==> src/rtl/ftg_pkg.sv <==
package ftg_pkg;
  // Reason an interrupt pulse is being issued on the coming edge.
  typedef enum logic [1:0] {
    NMI_NONE    = 2'd0,
    NMI_AT_VBL  = 2'd1,
    NMI_LATE_EN = 2'd2
  } nmi_cause_e;
endpackage

==> src/rtl/ftg_raster_counter.sv <==
module ftg_raster_counter #(
  parameter int DOTS  = 341,
  parameter int LINES = 262,
  localparam int DOT_W  = $clog2(DOTS),
  localparam int LINE_W = $clog2(LINES)
) (
  input  logic              clk,
  input  logic              rst_n,
  output logic [DOT_W-1:0]  dot_o,
  output logic [LINE_W-1:0] line_o
);
  localparam logic [DOT_W-1:0]  DOT_LAST  = DOT_W'(DOTS - 1);
  localparam logic [LINE_W-1:0] LINE_LAST = LINE_W'(LINES - 1);

  logic [DOT_W-1:0]  dot_q;
  logic [LINE_W-1:0] line_q;

  always_ff @(posedge clk or negedge rst_n) begin
    if (!rst_n) begin
      dot_q  <= '0;
      line_q <= '0;
    end else if (dot_q == DOT_LAST) begin
      dot_q  <= '0;
      line_q <= (line_q == LINE_LAST) ? '0 : line_q + LINE_W'(1);
    end else begin
      dot_q  <= dot_q + DOT_W'(1);
    end
  end

  assign dot_o  = dot_q;
  assign line_o = line_q;
endmodule

==> src/rtl/ftg_status_flags.sv <==
module ftg_status_flags #(
  parameter int DOTS     = 341,
  parameter int LINES    = 262,
  parameter int VBL_LINE = 241,
  localparam int DOT_W  = $clog2(DOTS),
  localparam int LINE_W = $clog2(LINES)
) (
  input  logic              clk,
  input  logic              rst_n,
  input  logic [DOT_W-1:0]  dot_i,
  input  logic [LINE_W-1:0] line_i,
  input  logic              stat_rd_i,
  input  logic              bg_en_i,
  input  logic              spr_en_i,
  input  logic [LINE_W-1:0] hit_line_i,
  input  logic [DOT_W-1:0]  hit_dot_i,
  output logic              vbl_set_evt_o,
  output logic              vblank_o,
  output logic              hit_o
);
  localparam logic [LINE_W-1:0] VBL_L    = LINE_W'(VBL_LINE);
  localparam logic [LINE_W-1:0] LAST_VBL = LINE_W'(LINES - 2);
  localparam logic [DOT_W-1:0]  DOT_LAST = DOT_W'(DOTS - 1);

  logic set_evt, clr_evt, hit_reached;
  logic vbl_q, hit_q;

  // Decisions are taken on the position shown now, so the new flag value
  // appears together with the next position.
  assign set_evt     = (line_i == VBL_L) && (dot_i == '0);
  assign clr_evt     = (line_i == LAST_VBL) && (dot_i == DOT_LAST);
  assign hit_reached = (line_i == hit_line_i) && (dot_i >= hit_dot_i) &&
                       (bg_en_i || spr_en_i);

  always_ff @(posedge clk or negedge rst_n) begin
    if (!rst_n) begin
      vbl_q <= 1'b0;
      hit_q <= 1'b0;
    end else begin
      // Set beats read; end-of-blank clear beats read.
      if (set_evt)        vbl_q <= 1'b1;
      else if (clr_evt)   vbl_q <= 1'b0;
      else if (stat_rd_i) vbl_q <= 1'b0;

      if (clr_evt)          hit_q <= 1'b0;
      else if (hit_reached) hit_q <= 1'b1;
    end
  end

  assign vbl_set_evt_o = set_evt;
  assign vblank_o      = vbl_q;
  assign hit_o         = hit_q;
endmodule

==> src/rtl/ftg_nmi_gen.sv <==
module ftg_nmi_gen
  import ftg_pkg::*;
(
  input  logic clk,
  input  logic rst_n,
  input  logic vbl_set_evt_i,
  input  logic vblank_i,
  input  logic ctrl_wr_i,
  input  logic ctrl_nmi_en_i,
  output logic nmi_o
);
  logic       en_q, en_eff, late_en;
  logic       nmi_q;
  nmi_cause_e cause;

  assign en_eff  = ctrl_wr_i ? ctrl_nmi_en_i : en_q;
  assign late_en = ctrl_wr_i && ctrl_nmi_en_i && !en_q && vblank_i;

  always_comb begin
    if (vbl_set_evt_i && en_eff) cause = NMI_AT_VBL;
    else if (late_en)            cause = NMI_LATE_EN;
    else                         cause = NMI_NONE;
  end

  always_ff @(posedge clk or negedge rst_n) begin
    if (!rst_n) begin
      en_q  <= 1'b0;
      nmi_q <= 1'b0;
    end else begin
      en_q  <= en_eff;
      nmi_q <= (cause != NMI_NONE);
    end
  end

  assign nmi_o = nmi_q;
endmodule

==> src/rtl/frame_timing_gen.sv <==
module frame_timing_gen #(
  parameter int DOTS     = 341,
  parameter int LINES    = 262,
  parameter int VBL_LINE = 241,
  localparam int DOT_W  = $clog2(DOTS),
  localparam int LINE_W = $clog2(LINES)
) (
  input  logic              clk,
  input  logic              rst_n,
  input  logic              ctrl_wr_i,
  input  logic              ctrl_nmi_en_i,
  input  logic              stat_rd_i,
  input  logic              bg_en_i,
  input  logic              spr_en_i,
  input  logic [LINE_W-1:0] hit_line_i,
  input  logic [DOT_W-1:0]  hit_dot_i,
  output logic [DOT_W-1:0]  dot_o,
  output logic [LINE_W-1:0] line_o,
  output logic              vblank_o,
  output logic              hit_o,
  output logic              nmi_o
);
  logic vbl_set_evt;

  ftg_raster_counter #(.DOTS(DOTS), .LINES(LINES)) u_raster (
    .clk    (clk),
    .rst_n  (rst_n),
    .dot_o  (dot_o),
    .line_o (line_o)
  );

  ftg_status_flags #(.DOTS(DOTS), .LINES(LINES), .VBL_LINE(VBL_LINE)) u_flags (
    .clk           (clk),
    .rst_n         (rst_n),
    .dot_i         (dot_o),
    .line_i        (line_o),
    .stat_rd_i     (stat_rd_i),
    .bg_en_i       (bg_en_i),
    .spr_en_i      (spr_en_i),
    .hit_line_i    (hit_line_i),
    .hit_dot_i     (hit_dot_i),
    .vbl_set_evt_o (vbl_set_evt),
    .vblank_o      (vblank_o),
    .hit_o         (hit_o)
  );

  ftg_nmi_gen u_nmi (
    .clk           (clk),
    .rst_n         (rst_n),
    .vbl_set_evt_i (vbl_set_evt),
    .vblank_i      (vblank_o),
    .ctrl_wr_i     (ctrl_wr_i),
    .ctrl_nmi_en_i (ctrl_nmi_en_i),
    .nmi_o         (nmi_o)
  );
endmodule

==> config.mk <==
export PLATFORM = sky130hd
export DESIGN_NAME = frame_timing_gen
export DESIGN_NICKNAME = d
export VERILOG_FILES = /design/src/rtl/ftg_pkg.sv /design/src/rtl/ftg_raster_counter.sv /design/src/rtl/ftg_status_flags.sv /design/src/rtl/ftg_nmi_gen.sv /design/src/rtl/frame_timing_gen.sv
export SDC_FILE = /design/constraint.sdc
export NUM_CORES = 1
export LEC_CHECK = 0
export ABC_AREA = 0
export BUFFER_PORTS_ARGS = -buffer_cell sky130_fd_sc_hd__clkbuf_2
export CAP_MARGIN = 20
export CORE_ASPECT_RATIO = 0.5
export CORE_MARGIN = 8
export CORE_UTILIZATION = 40
export CTS_CLUSTER_DIAMETER = 30
export DETAILED_ROUTE_END_ITERATION = 12
export PLACE_DENSITY_LB_ADDON = 0.05
export SYNTH_ARGS = -nofsm -noshare
export SYNTH_HDL_FRONTEND = slang
export SYNTH_SLANG_ARGS = --single-unit
==> constraint.sdc <==
create_clock -name clk -period 2.15 [get_ports clk]
set_input_delay 0.43 -clock clk [delete_from_list [all_inputs] [get_ports clk]]
set_output_delay 0.43 -clock clk [all_outputs]
set_load 0.02 [all_outputs]
Word-level counts from Yosys, hierarchy flattened
Index checks and enable logic that the tools add are counted.
{ "totals": {"in_bits": 25, "output_inout_bits": 21, "elab_cells": 38, "register_bits": 22} }
{ "classes": {"reduce_logical": 14, "eq_ne": 5, "magnitude_cmp": 1, "mux": 10, "n_addsub": 2} }
{ "op_table": {"columns": ["cell", "n"], "rows": [
  ["$eq A9 B9 Y1 const B", 3],
  ["$add A9 B1 Y9 const B", 2],
  ["$mux W9", 2],
  ["$eq A9 B8 Y1 const B", 1],
  ["$eq A9 B9 Y1", 1],
  ["$ge A9 B9 Y1", 1],
  ["$logic_not A9 Y1", 1],
  ["$logic_and A1 B1 Y1", 8],
  ["$mux W1", 6],
  ["$mux W2", 2],
  ["$reduce_bool A2 Y1", 2],
  ["$reduce_bool A3 Y1", 1],
  ["$logic_not A1 Y1", 1],
  ["$logic_or A1 B1 Y1", 1]
]} }

Logic depth before layout (Yosys ltp)
{ "logic_depth": {"ltp_word": 6, "ltp_mapped": 8} }

By module
A second synthesis with hierarchy kept.
{ "unflattened": {"cells_unflattened": 150, "area_unflattened_um2": 1446.4} }
{ "modules_own_cells": {"columns": ["mod", "area_per_inst_um2", "instances", "seq_area_each_um2", "cells_per_inst"], "rows": [
  ["ftg_raster_counter", 889.6, 1, 450.4, 81],
  ["ftg_status_flags", 479.2, 1, 50.0, 61],
  ["ftg_nmi_gen", 77.6, 1, 50.0, 8]
]} }

Least setup slack after synthesis
OpenSTA, ideal clock, no wires.
{ "synth_timing": {"kind": "register to register", "startpoint": "reg u_raster.dot_q[0], in the netlist u_raster.dot_o[0]", "endpoint": "reg u_raster.line_q[8], in the netlist u_raster.line_o[8]", "arrival_time_ns": 1.524, "stages_incl_launch_ff": 9, "synth_period_minus_slack_ns": 1.643, "t_required_ns": 2.031, "setup_slack_ns": 0.507, "cell_sequence": "dfrtp_1 > inv_1 > ha_1 > nor4b_2 > and2_1 > buf_6 > and3_1 > xnor2_1 > nor2_2"} }
{ "synth_via": {"elab_chain_len": 1} }
{ "synth_lines": {"columns": ["item", "line_no", "source"], "rows": [
  ["start: declaration", "ftg_raster_counter.sv:15", "logic [DOT_W-1:0] dot_q;"],
  ["start signal: assignment", "ftg_raster_counter.sv:26", "dot_q <= dot_q + DOT_W'(1);"],
  ["$eq A9 B9 Y1", "ftg_raster_counter.sv:22", "end else if (dot_q == DOT_LAST) begin"],
  ["end signal: assignment", "ftg_raster_counter.sv:24", "line_q <= (line_q == LINE_LAST) ? '0 : line_q + LINE_W'(1);"],
  ["end: declaration", "ftg_raster_counter.sv:16", "logic [LINE_W-1:0] line_q;"]
]} }
Every way passes these cells.
A chain may end at the register's enable or synchronous reset.

Worst setup path after layout
Same ends and word-level chain as after synthesis.

==> summary.txt <==
Seq cells post-synth: 22
RSZ-0062 raised after global routing: false
critical path class: flip-flop to flip-flop
most frequent cells in the layout: clkbuf_2, dfrtp_1, xnor2_1
pin count of the biggest net entering global routing: 23
Inserted Clock Buffers: 3
maximum VDD drop: 0.000192 V
post-route minimum period: 1.93 ns
status: completed
endpoints failing hold: 0
DIE WIDTH: 100 µm
M1 WL: 1710 µm
RR Startpoint: u_raster.dot_o[0]
CTS tree: yes
synth warn: 0
iteration-0 DRC count of the detailed router: 18
max cap viols: 0
hpwl dp: 2750 µm
I/O Buffers: 45
Max Clk Rate: 518 MHz
syn_nets: 182
Crit. End Element: flip-flop
Avg Cell Area, Syn: 9.90 µm²
hold_buf cts: 0
Setup Skew: 0.00554 ns
Cell Area, Synth: 1420 µm²
initial antenna violation count: 0
first-pass GRT wire length: 5990 µm
core area: 3420 µm²
Routed Antenna Nets: 0
via count: 1167
Post-Place Worst Slack: 0.266 ns
top sig layer: met4
DRT Pass-1 Iters: 4
most common cell after layout, fill and taps aside: clkbuf_2
pins over their slew limit: 0
ANT cells: 0
Hold WC Path Type: primary input to asynchronous set/reset pin
Core Rows: 15
Post-route DRC: 0
WL per Instance: 14.0 µm
postcts setup bufs: 0
Boundary Pins: 46
fin nets: 232
CTS H-tree lvls: 1
count of different cell masters after synthesis: 29
gate count after technology mapping: 143
gr usage total: 0.128
wirelength, routed: 3400 µm
crit start category: flip-flop
Setup Viol. Count Final: 0
Starting Density: 0.415
Core Util, Final: 0.513
cell area power density: 442 nW/µm²
Worst Max-Slew Pin Slew: 0.563 ns
Period Utilization, post-route: 0.898
leakage: 0.905 nW
Clk pin slew, worst setup/hold paths: 0.08 ns
Max Buffers Root-to-Sink: 2
RD Place Congestion: 0.764
Worst-Skew Late Latency: 0.26 ns
Via density: 4.80
gr ovfl total: 0
Setup Total Neg Slack: 0 ns
Die ar.: 5820 µm²
clk sinks: 22
die height: 58.1 µm
met3 wire len: 238 µm
setup ws final: 0.220 ns
sequential-to-total area share from yosys stat: 0.389
DR WL met2: 1450 µm
Critical Path Start: u_raster.dot_o[0]
Crit Path Max Fanout: 12
CTS root buf: clkbuf_8
ratio of cells with drive above 1 in the final layout: 0.302
worst endpoint required time: 2.31 ns
WP data arrival: 2.09 ns
Worst slew margin: 0.625
R2R depth: 7
Area growth syn-to-layout: 23.8%
vias in the first global route: 1249
post-cts resize count: 0
[metal layers]
layer | vias to the layer above | GRT usage
li1 | 596 | -
met1 | 539 | 0.160
met2 | 30 | 0.207
met3 | 2 | 0.0501
met4 | 0 | 0.0191
met5 | - | 0
[Yosys cell counts, drive strengths merged]
library cell	number	area share
a211oi	3	0.016
and4	2	0.012
nand2	7	0.019
ha	14	0.12
o21ai	8	0.028
nor2	11	0.033
buf	2	0.016
nand3	7	0.025
o31ai	1	0.0053
nor4	2	0.0088
and2	1	0.0044
nand4bb	1	0.0079
inv	15	0.040
nor2b	1	0.0044
xor2	5	0.031
nor4b	2	0.017
a41oi	1	0.0062
nand2b	1	0.0044
nand4	5	0.033
o211ai	2	0.011
nor3	1	0.0035
a21oi	1	0.0035
xnor2	19	0.12
and3	9	0.042
dfrtp	22	0.39
[stage by stage]
step | cell area [µm²] | hold slack [ns] | total power, mW | std cells
3_3_place_gp | 1700 | 0.442 | 0.483 | 239
4_1_cts | 1750 | 0.163 | 0.782 | 243
2_1_floorplan | 1420 | 0.134 | 0.448 | 143
3_5_place_dp | 1700 | 0.451 | 0.484 | 239
5_1_grt | 1750 | 0.182 | 0.807 | 243
6_report | 1750 | 0.139 | 0.774 | 243
[state kept, by name, indices dropped and copies added, names as in the netlist]
name and flops:
u_nmi.nmi_o 1, u_flags.vblank_o 1, u_raster.line_o 9, u_raster.dot_o 9, u_flags.hit_o 1, u_nmi.en_q 1
[kinds of logic (layout without fill, tap and decap cells)]
kind of cell,after synthesis,count (layout),synth area share
buffers and inverters,17,66,0.0556
and+or+nand+nor,50,50,0.214
adders and majority gates,14,14,0.124
DFF,22,22,0.389
AOI/OAI and AO/OA,16,16,0.0698
xor gates and xnor gates,24,24,0.148
[layout make-up]
cell class,instances,area (µm²)
clock buffers,4,55.1
fillers,345,1660
inverters,15,56.3
multi-input cells,104,787
flip-flops and latches,22,551
well taps,51,63.8
repair buffers,47,240
[worst max-delay path: stages, from the launching register on]
cell     delay, ns
dfrtp_1       0.42
inv_1         0.10
ha_1          0.15
nor4b_2       0.26
and2_1        0.48
and3_1        0.25
xnor2_1       0.13
nor2_2        0.04
[report_power, final]
part | internal, mW | switching, mW | leakage (nW)
Clock | 0.163 | 0.136 | 0.0288
Combinational | 0.0301 | 0.0285 | 0.591
Sequential | 0.415 | 0.000801 | 0.286
[final timing paths]
path	end	slack, ns
min in group clk	u_flags.vblank_o	0.34
min	u_nmi.nmi_o	0.14
max	u_raster.line_o[8]	0.22
max reg2reg	u_raster.line_o[8]	0.22
max in group asynchronous	u_raster.dot_o[5]	1.63
min reg2reg	u_nmi.en_q	0.51
(Power assumes the default switching activity.)
